`config.mk`:
```
export PLATFORM = sky130hd
export DESIGN_NAME = frame_drain_master
export DESIGN_NICKNAME = d
export VERILOG_FILES = /design/src/rtl/frame_drain_pkg.sv /design/src/rtl/fd_spi_byte.sv /design/src/rtl/fd_stall_timer.sv /design/src/rtl/frame_drain_master.sv
export SDC_FILE = /design/constraint.sdc
export NUM_CORES = 1
export LEC_CHECK = 0
export BUFFER_PORTS_ARGS = -buffer_cell sky130_fd_sc_hd__buf_2
export CELL_PAD_IN_SITES_DETAIL_PLACEMENT = 1
export CELL_PAD_IN_SITES_GLOBAL_PLACEMENT = 2
export CORE_ASPECT_RATIO = 1.4
export CORE_MARGIN = 10
export CORE_UTILIZATION = 30
export DETAILED_ROUTE_END_ITERATION = 16
export PLACE_DENSITY_LB_ADDON = 0.05
export SLEW_MARGIN = 20
export SYNTH_ARGS = -nofsm -noshare
export SYNTH_HDL_FRONTEND = slang
export SYNTH_SLANG_ARGS = --single-unit
```
`constraint.sdc`:
```
create_clock -name clk -period 2.1 [get_ports clk]
set_clock_uncertainty 0.2 [all_clocks]
set_input_delay 0.42 -clock clk [delete_from_list [all_inputs] [get_ports clk]]
set_output_delay 0.42 -clock clk [all_outputs]
set_load 0.02 [all_outputs]
```
`src/rtl/frame_drain_pkg.sv`:
```
package frame_drain_pkg;
  typedef enum logic [2:0] {
    FR_IDLE,
    FR_CMD,
    FR_DLY,
    FR_WAIT,
    FR_XFER,
    FR_END
  } fr_state_t;

  localparam int STATUS_BYTES = 3;
  localparam int LEN_BITS     = 7;
endpackage

```
`src/rtl/fd_spi_byte.sv`:
```
module fd_spi_byte #(
  parameter int HALF_DIV = 4
) (
  input  logic       clk,
  input  logic       rst,
  input  logic       go_i,
  input  logic [7:0] tx_i,
  input  logic       miso_i,
  output logic       sclk_o,
  output logic       mosi_o,
  output logic       busy_o,
  output logic       done_o,
  output logic [7:0] rx_o
);
  localparam int DW = (HALF_DIV > 1) ? $clog2(HALF_DIV) : 1;

  logic [DW-1:0] div_q;
  logic          hi_q;
  logic [2:0]    bit_q;
  logic [7:0]    tx_q;
  logic [7:0]    rx_q;
  logic          act_q;
  logic          sclk_q;
  logic          done_q;

  always_ff @(posedge clk) begin
    if (rst) begin
      div_q  <= '0;
      hi_q   <= 1'b0;
      bit_q  <= '0;
      tx_q   <= '0;
      rx_q   <= '0;
      act_q  <= 1'b0;
      sclk_q <= 1'b0;
      done_q <= 1'b0;
    end else begin
      done_q <= 1'b0;
      if (!act_q) begin
        if (go_i) begin
          act_q <= 1'b1;
          tx_q  <= tx_i;
          div_q <= '0;
          hi_q  <= 1'b0;
          bit_q <= '0;
        end
      end else if (div_q == DW'(HALF_DIV - 1)) begin
        div_q <= '0;
        if (!hi_q) begin
          sclk_q <= 1'b1;
          hi_q   <= 1'b1;
          rx_q   <= {rx_q[6:0], miso_i};
        end else begin
          sclk_q <= 1'b0;
          hi_q   <= 1'b0;
          tx_q   <= {tx_q[6:0], 1'b0};
          if (bit_q == 3'd7) begin
            act_q  <= 1'b0;
            done_q <= 1'b1;
          end else begin
            bit_q <= bit_q + 3'd1;
          end
        end
      end else begin
        div_q <= div_q + DW'(1);
      end
    end
  end

  assign sclk_o = sclk_q;
  assign mosi_o = tx_q[7];
  assign busy_o = act_q;
  assign done_o = done_q;
  assign rx_o   = rx_q;

  // mode 0 clock rests low whenever no byte is in flight
  a_r2_sclk_idle_low: assert property (@(posedge clk) disable iff (rst)
    !act_q |-> !sclk_q);
endmodule

```
`src/rtl/fd_stall_timer.sv`:
```
module fd_stall_timer #(
  parameter int LIMIT = 6400
) (
  input  logic clk,
  input  logic rst,
  input  logic run_i,
  output logic expired_o
);
  localparam int CW = $clog2(LIMIT + 1);

  logic [CW-1:0] cnt_q;

  always_ff @(posedge clk) begin
    if (rst || !run_i) begin
      cnt_q <= '0;
    end else if (cnt_q != CW'(LIMIT)) begin
      cnt_q <= cnt_q + CW'(1);
    end
  end

  assign expired_o = run_i && (cnt_q == CW'(LIMIT));

  // expiry needs a stall that was already running on the previous cycle
  a_r8_expiry_after_stall: assert property (@(posedge clk) disable iff (rst)
    expired_o |-> $past(run_i));
endmodule

```
`src/rtl/frame_drain_master.sv`:
```
module frame_drain_master
  import frame_drain_pkg::*;
#(
  parameter int         HALF_DIV      = 4,
  parameter int         VALID_DLY_CYC = 75,
  parameter int         OCTET_CYC     = 3200,
  parameter logic [7:0] CMD_RD        = 8'h20
) (
  input  logic       clk,
  input  logic       rst,
  input  logic       start_i,
  input  logic       empty_i,
  input  logic       spi_miso_i,
  output logic       spi_sclk_o,
  output logic       spi_mosi_o,
  output logic       spi_csn_o,
  output logic [7:0] byte_o,
  output logic       byte_valid_o,
  output logic       byte_last_o,
  output logic       done_o,
  output logic       abort_o,
  output logic       err_o
);
  localparam int STALL_LIMIT = 2 * OCTET_CYC;
  localparam int DLW         = $clog2(VALID_DLY_CYC + 1);
  localparam int SW          = $clog2(STATUS_BYTES + 1);

  fr_state_t           state_q;
  logic [DLW-1:0]      dly_q;
  logic                gated_q;
  logic                first_q;
  logic [LEN_BITS-1:0] left_q;
  logic [SW-1:0]       stat_q;
  logic                csn_q, valid_q, last_q, done_q, abort_q, err_q;
  logic [7:0]          byte_q;

  logic       eng_go, eng_busy, eng_done;
  logic [7:0] eng_tx, eng_rx;
  logic       stall_run, stall_exp;

  always_comb begin
    eng_go = 1'b0;
    eng_tx = 8'h00;
    if (state_q == FR_IDLE && start_i) begin
      eng_go = 1'b1;
      eng_tx = CMD_RD;
    end else if (state_q == FR_WAIT && (!gated_q || !empty_i)) begin
      eng_go = 1'b1;
    end
  end

  assign stall_run = (state_q == FR_WAIT) && gated_q && empty_i;

  fd_spi_byte #(.HALF_DIV(HALF_DIV)) u_shift (
    .clk    (clk),
    .rst    (rst),
    .go_i   (eng_go),
    .tx_i   (eng_tx),
    .miso_i (spi_miso_i),
    .sclk_o (spi_sclk_o),
    .mosi_o (spi_mosi_o),
    .busy_o (eng_busy),
    .done_o (eng_done),
    .rx_o   (eng_rx)
  );

  fd_stall_timer #(.LIMIT(STALL_LIMIT)) u_stall (
    .clk       (clk),
    .rst       (rst),
    .run_i     (stall_run),
    .expired_o (stall_exp)
  );

  always_ff @(posedge clk) begin
    if (rst) begin
      state_q <= FR_IDLE;
      dly_q   <= '0;
      gated_q <= 1'b0;
      first_q <= 1'b0;
      left_q  <= '0;
      stat_q  <= '0;
      csn_q   <= 1'b1;
      valid_q <= 1'b0;
      last_q  <= 1'b0;
      done_q  <= 1'b0;
      abort_q <= 1'b0;
      err_q   <= 1'b0;
      byte_q  <= '0;
    end else begin
      valid_q <= 1'b0;
      last_q  <= 1'b0;
      done_q  <= 1'b0;
      abort_q <= 1'b0;
      case (state_q)
        FR_IDLE: begin
          if (start_i) begin
            csn_q   <= 1'b0;
            err_q   <= 1'b0;
            state_q <= FR_CMD;
          end
        end
        FR_CMD: begin
          if (eng_done) begin
            dly_q   <= '0;
            gated_q <= 1'b1;
            first_q <= 1'b1;
            stat_q  <= SW'(STATUS_BYTES);
            state_q <= FR_DLY;
          end
        end
        FR_DLY: begin
          if (dly_q == DLW'(VALID_DLY_CYC - 1)) state_q <= FR_WAIT;
          else                                  dly_q   <= dly_q + DLW'(1);
        end
        FR_WAIT: begin
          if (stall_exp) begin
            csn_q   <= 1'b1;
            abort_q <= 1'b1;
            err_q   <= 1'b1;
            state_q <= FR_IDLE;
          end else if (eng_go) begin
            state_q <= FR_XFER;
          end
        end
        FR_XFER: begin
          if (eng_done) begin
            byte_q  <= eng_rx;
            valid_q <= 1'b1;
            state_q <= FR_WAIT;
            if (gated_q) begin
              if (first_q) begin
                first_q <= 1'b0;
                if (eng_rx[LEN_BITS-1:0] == '0) gated_q <= 1'b0;
                else                            left_q  <= eng_rx[LEN_BITS-1:0];
              end else begin
                if (left_q == LEN_BITS'(1)) gated_q <= 1'b0;
                left_q <= left_q - LEN_BITS'(1);
              end
            end else if (stat_q == SW'(1)) begin
              last_q  <= 1'b1;
              state_q <= FR_END;
            end else begin
              stat_q <= stat_q - SW'(1);
            end
          end
        end
        FR_END: begin
          csn_q   <= 1'b1;
          done_q  <= 1'b1;
          state_q <= FR_IDLE;
        end
        default: state_q <= FR_IDLE;
      endcase
    end
  end

  assign spi_csn_o    = csn_q;
  assign byte_o       = byte_q;
  assign byte_valid_o = valid_q;
  assign byte_last_o  = last_q;
  assign done_o       = done_q;
  assign abort_o      = abort_q;
  assign err_o        = err_q;

  // shifter stays idle for the whole settling interval
  a_r3_quiet_in_delay: assert property (@(posedge clk) disable iff (rst)
    (state_q == FR_DLY) |-> !eng_busy);
  // a buffered byte is launched only with the flag low
  a_r4_gated_start_low: assert property (@(posedge clk) disable iff (rst)
    (eng_go && gated_q && state_q == FR_WAIT) |-> !empty_i);
  // last only accompanies a valid byte
  a_r7_last_with_valid: assert property (@(posedge clk) disable iff (rst)
    byte_last_o |-> byte_valid_o);
  // done follows the last byte by one cycle
  a_r7_done_after_last: assert property (@(posedge clk) disable iff (rst)
    done_o |-> $past(byte_last_o));
  // abort releases the bus and raises the error
  a_r9_abort_releases: assert property (@(posedge clk) disable iff (rst)
    abort_o |-> (spi_csn_o && err_o));
  // error is sticky until a start
  a_r9_err_sticky: assert property (@(posedge clk) disable iff (rst)
    (err_o && !start_i) |=> err_o);
endmodule

```
======== Word level (Yosys, flattened, before mapping) ========
Index checks and enable logic that the tools add are counted.
word-level totals
  flip-flop bits (word level) ............. 73
  latch bits .............................. 0
  bits in writable memories ............... 0
  bits in read-only memories .............. 0
  input port bits ......................... 5
  output and inout bits ................... 16
  word-level logic and storage cells ...... 157
  memories ................................ 0
operators by class
  add/subtract/negate cells ............... 6
  multipliers ............................. 0
  divide/modulo/power cells ............... 0
  $lt $le $gt $ge ......................... 0
  equality and inequality tests ........... 26
  shift-type cells ........................ 0
  mux-type cells .......................... 62
  bitwise logic cells ..................... 6
  reductions and logical operators ........ 35
operators by type and width
  cell                                                                number
  3-bit 2-to-1 mux                                                    13
  8-bit 2-to-1 mux                                                    4
  7-bit 2-to-1 mux                                                    4
  1-bit 2-to-1 mux                                                    26
  2-bit != test, second input constant                                10
  3-bit AND reduction                                                 6
  3-bit one-hot mux with 5 select lines                               1
  2-bit 2-to-1 mux                                                    7
  7-bit one-hot mux with 2 select lines                               1
  13-bit by 1-bit adder with 13-bit output, second input constant     1
  13-bit == test, second input constant                               1
  13-bit != test, second input constant                               1
  4-bit AND reduction                                                 3
  5-bit AND reduction                                                 2
  3-bit == test, second input constant                                3
  2-bit nonzero test                                                  4
  4-bit OR reduction                                                  2
  7-bit by 1-bit adder with 7-bit output, second input constant       1
  7-bit by 1-bit == test with 1-bit output, second input constant     1
  7-bit == test, second input constant                                1
  7-bit zero test                                                     1
  7-bit by 1-bit subtractor with 7-bit output, second input constant  1
  3-bit by 2-bit == test with 1-bit output, second input constant     2
  6-bit 2-to-1 mux                                                    1
  other kinds (19)                                                    38

======== Logic depth before layout (Yosys ltp) ========
Gate-level depths: netlist (run 1).
  depth after elaboration ................. 8
  depth in mapped cells ................... 6
  mapped depth without buffers ............ 6

======== Modules after synthesis ========
A second synthesis (run 1) with hierarchy kept.
second synthesis, totals
  cells, all modules ...................... 408
  area, all modules ....................... 3609.7 µm²
by module, submodules not included
  module              times used  cells an instance  area each (µm²)  sequential area each (µm²)
  frame_drain_master  1           221                1801.7           700.7
  fd_spi_byte         1           106                1134.8           500.5
  fd_stall_timer      1           81                 673.1            260.2

======== Worst setup path before layout (run 1) ========
Ideal clock, no wire load.
  path kind ............................... register -> register
  start point ............................. reg state_q[2]
  end point ............................... reg left_q[6]
  setup time .............................. 0.130 ns
  data arrival time ....................... 1.545 ns
  data required time ...................... 1.770 ns
  slack ................................... 0.225 ns
  cell stages (with the launch flop) ...... 6
  path buffers ............................ 1
  period minus slack after synthesis ...... 1.875 ns
  path through ............................ dfxtp_1 -> or3b_4 -> a211o_1 -> buf_6 -> o311ai_2 -> o31ai_1
between the ends
  longest elaborated chain between the ends .. 2
RTL lines
  item                                  RTL line                   RTL
  start, declared                       frame_drain_master.sv:28   fr_state_t state_q;
  start signal, assigned                frame_drain_master.sv:76   state_q <= FR_IDLE;
  start signal, assigned                frame_drain_master.sv:99   state_q <= FR_CMD;
  start signal, assigned                frame_drain_master.sv:108  state_q <= FR_DLY;
  3-bit == test                         frame_drain_master.sv:94   case (state_q)
  4-bit AND reduction (no source line)  -
  end signal, assigned                  frame_drain_master.sv:134  else left_q <= eng_rx[LEN_BITS-1:0];
  end signal, assigned                  frame_drain_master.sv:137  left_q <= left_q - LEN_BITS'(1);
  end, declared                         frame_drain_master.sv:32   logic [LEN_BITS-1:0] left_q;
No other way between the ends.
A chain may end at the register's enable or synchronous reset.

======== Worst setup path after layout (run 1) ========
Ends and elaborated chain as after synthesis.

==> results of run 1 <==
kinds of logic (layout without fill, tap and decap cells):
group	Yosys count	in the layout
xor+xnor	13	13
compound gates	96	96
flops	68	68
mux	5	5
buf+inv	32	78
simple gates	157	157
fa+ha+maj	10	10
final cells by class:
cell class / instances / area [um2]
fillers: 1246 / 6450
multi-input cells: 281 / 1710
flip-flops and latches: 68 / 1360
repair buffers: 50 / 325
clock buffers: 11 / 253
well taps: 138 / 173
clock inverters: 5 / 83.8
inverters: 12 / 45.0
routing by layer:
metal / share of wire, % / up-vias
met4: 2.2 / 0
met1: 42 / 1372
li1: - / 1444
met2: 52 / 33
met3: 3.5 / 14
met5: 0 / -
final timing paths:
kind | startpoint | end | depth (start not counted) | slack (ns)
worst max register to register | state_q[2] | left_q[6] | 4 | 0.13
worst max-delay path | state_q[2] | left_q[6] | 4 | 0.13
worst min-delay path | spi_miso_i | u_shift.rx_o[0] | 3 | 0.13
worst min register to register | u_shift.tx_q[5] | u_shift.tx_q[6] | 2 | 0.25
synthesized netlist by cell type, types with 5 or more instances:
cell,count,area [um2]
a21oi_1,40,200
dfxtp_1,68,1360
nand2_1,63,236
nand2b_1,6,37.5
a211oi_1,6,45.0
xnor2_1,10,87.6
nand3_1,10,50.1
o21ai_0,14,70.1
inv_1,12,45.0
nand4_1,5,31.3
o311ai_0,6,52.6
nor3_1,7,35.0
ha_1,10,125
nor2_1,31,116
and3_1,5,31.3
clkbuf_1,16,60.1
power by group:
group / internal [mW] / switching (mW) / leakage (nW) / total (mW)
registers: 1.32 / 0.0511 / 0.550 / 1.37
clock network: 1.11 / 0.583 / 0.158 / 1.69
logic: 0.109 / 0.128 / 0.726 / 0.236
metrics by stage:
stage	utilization, %	total power, mW
global placement	34.6	1.63
CTS	37.9	3.35
detailed placement	34.6	1.64
floorplan	-	1.55
global route	38.0	3.45
finish	38.0	3.30
registers in the layout (all words and copies together) (netlist names), 2 cells and up:
| signal | count |
|---|---|
| byte_o | 8 |
| u_shift.tx_q | 3 |
| u_shift.bit_q | 3 |
| stat_q | 2 |
| state_q | 3 |
| u_shift.div_q | 2 |
| dly_q | 7 |
| u_shift.rx_o | 8 |
| u_stall.cnt_q | 13 |
| left_q | 7 |
worst max-delay path: stages (launching register included):
cell and delay (ns):
dfxtp_1 0.42, or3b_4 0.43, a211o_2 0.42, o311ai_2 0.29, o31ai_1 0.10
repair_timing:
action,CTS,global route
setup endpoints to repair,0,26
hold buffers,0,0
resized for setup,0,6
==> reports/qor.yml, run 1 <==
status:
  status: "finished, final reports clean"
clock_tree:
  htreeDepth: 3
  cts_tree: "built"
  clk_latency_ns: 0.33
  postCtsSetupBuffers: 0
  cts_buffer_depth: 2
  cts.clk_slew.worst_paths_ns: 0.06
  cts.sinks: 68
  cts_root_buf: "clkbuf_16"
  cts_buffers: 9
floorplanning:
  io_pins: 21
  core_area_um2: 10400
  die_w_um: 107
  start_util_pct: 30.7
  die_area_um2: 15200
  num_rows: 44
  die_y_um: 142
timing:
  timing_hold_violations_final: 0
  setup_slack_ns: 0.127
  max_slew.worst_pin.slew_ns: 0.517
  setup_violations: 0
  period_needed_ns: 1.97
  max_freq_mhz: 507
  slew_headroom_pct: 65.1
  drv_slew: 0
  period_share_pct: 93.9
  final.setup.tns_ns: 0
  rsz0062_at_grt: "no"
  hold_slack_ns: 0.130
global_route:
  met2_usage_pct: 21.2
  grt_pass1_wl_um: 14800
  grtUsageMet3_pct: 2.95
  grt-busiest-layer: "met2"
  use_met1_pct: 13.3
  grt_use_total_pct: 12.1
  overflow: 0
  grt_start_max_net_pins: 34
  antenna_found_initial: 0
  grt_pass1_vias: 2954
final_layout:
  final_net_count: 437
  fin_area_um2: 3960
  antennaDiodeCount: 0
  syn_to_final_growth_pct: 24.0
  drive_gt1_share_pct: 19.2
  final_common_cell: "dfxtp_1"
  mostFrequentLayoutCells: "66 x dfxtp_1, 62 x nand2_1, 40 x a21oi_1, 31 x nor2_1, 30 x buf_4"
  stdcell_count: 565
synth:
  synth-compound-area-share_pct: 19.8
  synth_mux_area_share_pct: 1.61
  syn_area_um2: 3190
  syn_area_per_cell_um2: 8.37
  synthSimpleGateAreaFrac_pct: 24.4
  synth-xor-area-share_pct: 3.57
  synth-async-reset-ratio_pct: 0
  synth_fp_nets: 396
  synthFlopType: "dfxtp_1"
  synth_top_family_by_area: "simple AND/OR/NAND/NOR gates"
  syn_inst: 381
  ys_seq_elements: 68
  yosys_warnings: 0
  synth-adder-area-share_pct: 3.92
  synth_edf_count: 0
  netlist-cell-type-count: 53
  ys_seq_area_share_pct: 42.7
detailed_routing:
  wl_per_cell_um: 15.3
  vias_per_cell: 5.07
  drc: 0
  drt_wl_total_um: 8630
  via_count: 2863
  antenna_left: 0
  drt_iter0_drc: 87
  first_pass_iters: 4
critical_path:
  worstSetupEndpointType: "register"
  cp_max_fo: 10
  crit_type: "register to register"
  crit_arrival_ns: 1.99
  cp-start-kind: "register"
  critPathRequiredTime_ns: 2.12
pwr:
  p_leak_nw: 1.43
  powerDensity_nw_per_um2: 834
  ir_drop_v: 0.000400
place:
  pre_cts_ws_ns: 0.0329
  port_buffers: 20
  dp_hpwl_um: 6440
  place_area_um2: 3600
  post-place-cells: 549
  place_congestion: 0.734
flow_run:
  drv_cap: 0
worst_hold_path:
  hp-class: "input pin to register"
No activity file was read; power rests on OpenSTA's default activity.
==> inputs of run 2 (changes only) <==
--- a/config.mk
+++ b/config.mk
@@ -5,6 +5,7 @@
 export SDC_FILE = /design/constraint.sdc
 export NUM_CORES = 1
 export LEC_CHECK = 0
+export ABC_AREA = 1
 export BUFFER_PORTS_ARGS = -buffer_cell sky130_fd_sc_hd__buf_2
 export CELL_PAD_IN_SITES_DETAIL_PLACEMENT = 1
 export CELL_PAD_IN_SITES_GLOBAL_PLACEMENT = 2
==> run 2 against run 1 <==
- core utilization down 0.74 points
- largest power group unchanged
- sequential power up 8%
- critical path type unchanged
- area after synthesis fell by 0.71%
- highest routed layer unchanged
- power up 20%
==> reports/qor.yml, run 2 <==
clock_tree:
  clk_latency_ns: 0.34  # was 0.33 ns
  cts_root_buf: "clkbuf_16"  # unchanged
  cts_buffers: 9  # unchanged
  htreeDepth: 3  # unchanged
  cts_resized: 0  # unchanged
  cts_tree: "built"  # unchanged
  cts.sinks: 68  # unchanged
  cts.clk_slew.worst_paths_ns: 0.06  # about the same
  ctsHoldBuffers: 0  # unchanged
  postCtsSetupBuffers: 0  # unchanged
  cts_buffer_depth: 2  # unchanged
pwr:
  ir_drop_v: 0.000381  # was 0.000400 V
  powerDensity_nw_per_um2: 1020  # was 834 nW/um2
  p_leak_nw: 1.67  # was 1.43 nW
synth:
  synth_most_common_cell: "nand2_1"  # was dfxtp_1
  synth_edf_count: 0  # unchanged
  ys_seq_elements: 68  # unchanged
  synth-compound-area-share_pct: 15.8  # was 19.8%
  synthFlopType: "dfxtp_1"  # unchanged
  ys_top_cells_by_area: "dfxtp_1 43%, nand2_1 9.5%, nor2_1 9.4%"  # was dfxtp_1 43%, nand2_1 7.4%, a21oi_1 6.3%
  synth-async-reset-ratio_pct: 0  # unchanged
  synth-adder-area-share_pct: 3.95  # was 3.92%
  synth_mux_area_share_pct: 0  # was 1.61%
  yosysTopAreaCell: "dfxtp_1"  # unchanged
  syn_inst: 453  # was 381
  syn_area_per_cell_um2: 6.99  # was 8.37 um2
  synth_top_family_by_area: "simple AND/OR/NAND/NOR gates"  # unchanged
  yosys_warnings: 0  # unchanged
  yosys-top-cells-count: "80 x nand2_1, 79 x nor2_1, 68 x dfxtp_1, 48 x inv_1, 47 x o21ai_0"  # was 68 x dfxtp_1, 63 x nand2_1, 40 x a21oi_1, 31 x nor2_1, 16 x clkbuf_1
  ys_seq_area_share_pct: 43.0  # was 42.7%
  synth_fp_nets: 468  # was 396
  synth-xor-area-share_pct: 0.276  # was 3.57%
  netlist-cell-type-count: 30  # was 53
  yosysTopAreaCellShare_pct: 43.0  # was 42.7%
  synthSimpleGateAreaFrac_pct: 29.3  # was 24.4%
  syn_area_um2: 3170  # was 3190 um2
final_layout:
  syn_to_final_growth_pct: 21.8  # was 24.0%
  largest_reg_flops: 13  # unchanged
  antennaDiodeCount: 0  # unchanged
  drive_gt1_share_pct: 14.0  # was 19.2%
  final_util_pct: 37.3  # was 38.0%
  final_net_count: 504  # was 437
  stdcell_count: 632  # was 565
  final_common_cell: "nand2_1"  # was dfxtp_1
  regMostFlops: "u_stall.cnt_q"  # unchanged
  mostFrequentLayoutCells: "80 x nand2_1, 79 x nor2_1, 68 x dfxtp_1, 48 x inv_1, 47 x o21ai_0"  # was 66 x dfxtp_1, 62 x nand2_1, 40 x a21oi_1, 31 x nor2_1, 30 x buf_4
place:
  port_buffers: 20  # unchanged
  place_congestion: 0.799  # was 0.734
  post-place-cells: 616  # was 549
  pre_cts_ws_ns: 0.185  # was 0.0329 ns
  dp_hpwl_um: 6790  # was 6440 um
critical_path:
  worstSetupEndpointType: "register"  # unchanged
  crit_arrival_ns: 1.92  # was 1.99 ns
  reg2reg_depth: 8  # was 4
  path_cells: "inv_1 -> nand3_1 -> nor2_1 -> inv_1 -> nand2_2 -> nand2_1 -> o21ai_0 -> a21oi_1"  # was or3b_4 -> a211o_2 -> o311ai_2 -> o31ai_1
  cp_common_cell: "inv_1"
  path_delay_family: "simple AND/OR/NAND/NOR gates"  # was compound AO/OA/AOI/OAI gates
  crit_type: "register to register"  # unchanged
  crit_buf_inv: 2  # was 0
  cp-start-kind: "register"  # unchanged
  crit_cells: 8  # was 4
  cp_max_fo: 8  # was 10
  cp_slowest_cell: "dfxtp_1"  # was or3b_4
  slowest_delay_ns: 0.38  # was 0.43 ns
  critPathRequiredTime_ns: 2.12  # about the same
timing:
  setup_violations: 0  # unchanged
  period_share_pct: 90.2  # was 93.9%
  final.setup.tns_ns: 0  # unchanged
  slew_headroom_pct: 67.8  # was 65.1%
  max_freq_mhz: 528  # was 507 MHz
  timing_hold_violations_final: 0  # unchanged
  setup_slack_ns: 0.206  # was 0.127 ns
  rsz0062_at_grt: "no"  # unchanged
  max_slew.worst_pin.slew_ns: 0.482  # was 0.517 ns
  period_needed_ns: 1.89  # was 1.97 ns
  drv_slew: 0  # unchanged
status:
  status: "finished, final reports clean"  # unchanged
floorplanning:
  die_w_um: 107  # about the same
  die_area_um2: 15100  # was 15200 um2
  core_area_um2: 10300  # was 10400 um2
  num_rows: 44  # unchanged
  die_y_um: 142  # about the same
  io_pins: 21  # unchanged
  start_util_pct: 30.6  # was 30.7%
global_route:
  grt_use_total_pct: 12.4  # was 12.1%
  antenna_found_initial: 0  # unchanged
  grtUsageMet3_pct: 1.86  # was 2.95%
  grt_pass1_vias: 3186  # was 2954
  use_met1_pct: 12.3  # was 13.3%
  grt_pass1_wl_um: 15000  # was 14800 um
  overflow: 0  # unchanged
  grt_start_max_net_pins: 24  # was 34
  met2_usage_pct: 23.9  # was 21.2%
  grt-busiest-layer: "met2"  # unchanged
detailed_routing:
  drc: 0  # unchanged
  via_count: 3007  # was 2863
  drt_wl_total_um: 8820  # was 8630 um
  drt_iter0_drc: 68  # was 87
  wl_per_cell_um: 14.0  # was 15.3 um
  antenna_left: 0  # unchanged
  first_pass_iters: 3  # was 4
  vias_per_cell: 4.76  # was 5.07
worst_hold_path:
  hp-class: "input pin to register"  # unchanged
  holdPathStages: 3  # unchanged
flow_run:
  drv_cap: 0  # unchanged
==> run 2: cell type report <==
cell class                      count  area, um2
Inverter                           54        205
Multi-Input combinational cell    322       1560
Timing Repair Buffer               34        205
Clock buffer                       12        256
Sequential cell                    68       1360
Clock inverter                      4       95.1
Fill cell                        1385       6490
Tap cell                          138        173
==> run 2: worst paths after layout <==
| kind | start | to | slack [ns] |
|---|---|---|---|
| setup reg to reg | state_q[2] | dly_q[3] | 0.21 |
| setup / recovery | state_q[2] | dly_q[3] | 0.21 |
| hold / removal | spi_miso_i | u_shift.rx_o[0] | 0.11 |
| hold reg to reg | u_shift.div_q[0] | u_shift.div_q[0] | 0.26 |
==> run 2: worst reg2reg max path, cell delays in order, from the launching register on <==
cell	delay [ns]
dfxtp_1	0.38
inv_1	0.18
nand3_1	0.15
nor2_1	0.26
inv_1	0.13
nand2_2	0.18
nand2_1	0.09
o21ai_0	0.16
a21oi_1	0.06
==> run 2: metal layers <==
metal | routed length, um | vias to the layer above | part of all wire, %
li1 | - | 1539 | -
met1 | 3680 | 1436 | 42
met2 | 4790 | 21 | 54
met3 | 160 | 11 | 1.8
met4 | 184 | 0 | 2.1
met5 | 0 | - | 0
==> run 2: metrics by stage <==
stage	power, mW	hold slack [ns]	instance area [um2]
after floorplan	1.98	0.233	3170
after global placement	2.17	0.253	3510
after detailed placement	2.19	0.252	3510
after CTS	4.01	0.104	3860
after global routing	4.18	0.119	3860
final	3.94	0.113	3860
==> run 2: cell families after synthesis <==
family          after synthesis
buf+inv                      63
xor+xnor                      1
simple gates                214
fa+ha+maj                    10
compound gates               97
flops                        68
==> run 2: power by group <==
group	switching, mW	leakage, nW	internal, mW
Clock	0.572	0.173	1.22
Combinational	0.428	0.947	0.242
Sequential	0.0861	0.550	1.39
Total	1.09	1.67	2.86
==> inputs of run 3 (changes only) <==
--- a/config.mk
+++ b/config.mk
@@ -11,7 +11,7 @@
 export CELL_PAD_IN_SITES_GLOBAL_PLACEMENT = 2
 export CORE_ASPECT_RATIO = 1.4
 export CORE_MARGIN = 10
-export CORE_UTILIZATION = 30
+export CORE_UTILIZATION = 37
 export DETAILED_ROUTE_END_ITERATION = 16
 export PLACE_DENSITY_LB_ADDON = 0.05
 export SLEW_MARGIN = 20
==> constraint.sdc (replaced) <==
create_clock -name clk -period 2.4 [get_ports clk]
set_clock_uncertainty 0.2 [all_clocks]
set_input_delay 0.48 -clock clk [delete_from_list [all_inputs] [get_ports clk]]
set_output_delay 0.48 -clock clk [all_outputs]
set_load 0.02 [all_outputs]
==> run 3 against run 2 <==
- hold slack better by 0.072 ns
- power decreased by 15%
- die area is 16% lower
- critical path depth stayed put
- sequential share of layout area rose by 1.1 points
- wire length is 3.7% lower
- core utilization is 8.1 points higher
- sequential cell count did not move
- final area down 3.0%
- largest cell class unchanged
==> reports/qor.yml, run 3 (same netlist as run 2, synthesis figures left out) <==
final_layout:
  mostFrequentLayoutCells: "80 x nand2_1, 79 x nor2_1, 68 x dfxtp_1, 48 x inv_1, 47 x o21ai_0"  # unchanged
  nFillCells: 1055  # was 1385
  antennaDiodeCount: 0  # unchanged
  final_util_pct: 45.4  # was 37.3%
  drive_gt1_share_pct: 12.5  # was 14.0%
  regMostFlops: "u_stall.cnt_q"  # unchanged
  syn_to_final_growth_pct: 18.1  # was 21.8%
  multiInputGateArea_um2: 1560  # unchanged
  regArea_um2: 1360  # unchanged
  final_common_cell: "nand2_1"  # unchanged
  largest_reg_flops: 13  # unchanged
  final_net_count: 497  # was 504
detailed_routing:
  wl_per_cell_um: 14.4  # was 14.0 um
  first_pass_iters: 4  # was 3
  vias_per_cell: 5.08  # was 4.76
  drc: 0  # unchanged
  drt_iter0_drc: 100  # was 68
  drt_wl_total_um: 8490  # was 8820 um
  via_count: 2990  # was 3007
  antenna_left: 0  # unchanged
global_route:
  grt_pass1_wl_um: 14500  # was 15000 um
  grt_pass1_vias: 3146  # was 3186
  grt_use_total_pct: 13.8  # was 12.4%
  overflow: 0  # unchanged
  antenna_found_initial: 0  # unchanged
  grt_start_max_net_pins: 34  # was 24
pwr:
  p_sw_uw: 928  # was 1.09 mW
  p_comb_share_pct: 16.9  # was 17.0%
  ir_drop_v: 0.000453  # was 0.000381 V
  power_frac_clock_pct: 44.7  # was 45.5%
  p_leak_nw: 1.63  # was 1.67 nW
  p_seq_share_pct: 38.4  # was 37.5%
  p_int_mw: 2.43  # was 2.86 mW
  finalPower_mw: 3.35  # was 3.94 mW
  powerDensity_nw_per_um2: 896  # was 1020 nW/um2
  swShare_pct: 27.7  # was 27.5%
clock_tree:
  cts_tree: "built"  # unchanged
  clk_latency_ns: 0.33  # was 0.34 ns
  ctsHoldBuffers: 0  # unchanged
  cts_buffer_depth: 2  # unchanged
  cts_buffers: 9  # unchanged
  htreeDepth: 3  # unchanged
  postCtsSetupBuffers: 0  # unchanged
  cts.clk_slew.worst_paths_ns: 0.05  # was 0.06 ns
  cts_root_buf: "clkbuf_16"  # unchanged
  cts_resized: 0  # unchanged
  cts.sinks: 68  # unchanged
timing:
  max_freq_mhz: 528  # about the same
  setup_violations: 0  # unchanged
  setup_slack_ns: 0.507  # was 0.206 ns
  drv_slew: 0  # unchanged
  max_slew.worst_pin.slew_ns: 0.731  # was 0.482 ns
  period_share_pct: 78.9  # was 90.2%
  final.setup.tns_ns: 0  # unchanged
  period_needed_ns: 1.89  # about the same
  slew_headroom_pct: 50.8  # was 67.8%
  rsz0062_at_grt: "no"  # unchanged
  timing_hold_violations_final: 0  # unchanged
critical_path:
  reg2reg_depth: 8  # unchanged
  cp_max_fo: 12  # was 8
  reg2reg_from: "state_q[0]"  # was state_q[2]
  crit_path_end: "left_q[2]"  # was dly_q[3]
  startpoint: "state_q[0]"  # was state_q[2]
  worstSetupEndpointType: "register"  # unchanged
  r2r-end: "left_q[2]"  # was dly_q[3]
  crit_arrival_ns: 1.91  # was 1.92 ns
  critPathRequiredTime_ns: 2.41  # was 2.12 ns
  rrSetupSlack_ns: 0.51  # was 0.21 ns
  cp-start-kind: "register"  # unchanged
  crit_type: "register to register"  # unchanged
place:
  pre_cts_ws_ns: 0.548  # was 0.185 ns
  port_buffers: 20  # unchanged
  dp_hpwl_um: 6400  # was 6790 um
  place_congestion: 0.797  # was 0.799
floorplanning:
  die_w_um: 98.2  # was 107 um
  io_pins: 21  # unchanged
  core_area_um2: 8250  # was 10300 um2
  start_util_pct: 38.4  # was 30.6%
  num_rows: 39  # was 44
  die_y_um: 129  # was 142 um
  die_area_um2: 12700  # was 15100 um2
flow_run:
  drv_cap: 0  # unchanged
worst_hold_path:
  hp-class: "input pin to register"  # unchanged
status:
  status: "finished, final reports clean"  # unchanged
==> run 3: cell types whose count changed in the layout (fill, tap and decap cells not counted) <==
cell and delta:
buf_4 -7, clkbuf_8 -2, clkbuf_1 +1, clkinv_2 +1
==> run 3: final cells by class <==
| cell class | instances | area share [%] |
|---|---|---|
| multi-input cells | 322 | 41.7 |
| flip-flops and latches | 68 | 36.4 |
| clock buffers | 11 | 6.22 |
| inverters | 54 | 5.48 |
| repair buffers | 27 | 4.08 |
| well taps | 102 | 3.41 |
| clock inverters | 5 | 2.68 |
==> run 3: worst min path at each step <==
| stage | from | endpoint | slack, ns | depth (start not counted) |
|---|---|---|---|---|
| floorplan | u_shift.div_q[0] | u_shift.div_q[0] | 0.23 | 1 |
| global placement | spi_csn_o | spi_csn_o | 0.26 | 2 |
| detailed placement | spi_csn_o | spi_csn_o | 0.25 | 2 |
| CTS | spi_miso_i | u_shift.rx_o[0] | 0.17 | 3 |
| global route | spi_miso_i | u_shift.rx_o[0] | 0.21 | 3 |
| finish | spi_miso_i | u_shift.rx_o[0] | 0.18 | 3 |
==> run 3: routing by layer <==
layer  wire length [um]  global-route usage, %
met5                  0                      0
met4                179                   7.10
met1               3610                   14.4
met3                237                   2.61
met2               4460                   25.8
==> run 3: critical path, stage by stage, from the launching register on <==
cell and delay, ns:
dfxtp_1 0.38, nor2_2 0.20, nand2_1 0.17, nor2_2 0.16, inv_2 0.14, nor2_2 0.14
nand2_2 0.13, o21ai_0 0.19, a21oi_1 0.06
==> run 3: per-stage QoR <==
stage	hold WS, ns	std cells	area (um2)
6_report	0.185	589	3740
4_1_cts	0.175	589	3740
5_1_grt	0.205	589	3740
2_1_floorplan	0.233	453	3170
3_5_place_dp	0.254	573	3410
3_3_place_gp	0.258	573	3410
==> run 3: power by group through the flow <==
stage / combinational, mW / sequential [mW] / clock [mW]
finish: 0.568 / 1.29 / 1.50
global route: 0.678 / 1.30 / 1.57
CTS: 0.581 / 1.29 / 1.53
detailed placement: 0.577 / 1.31 / 0
global placement: 0.560 / 1.31 / 0
floorplan: 0.416 / 1.31 / 0
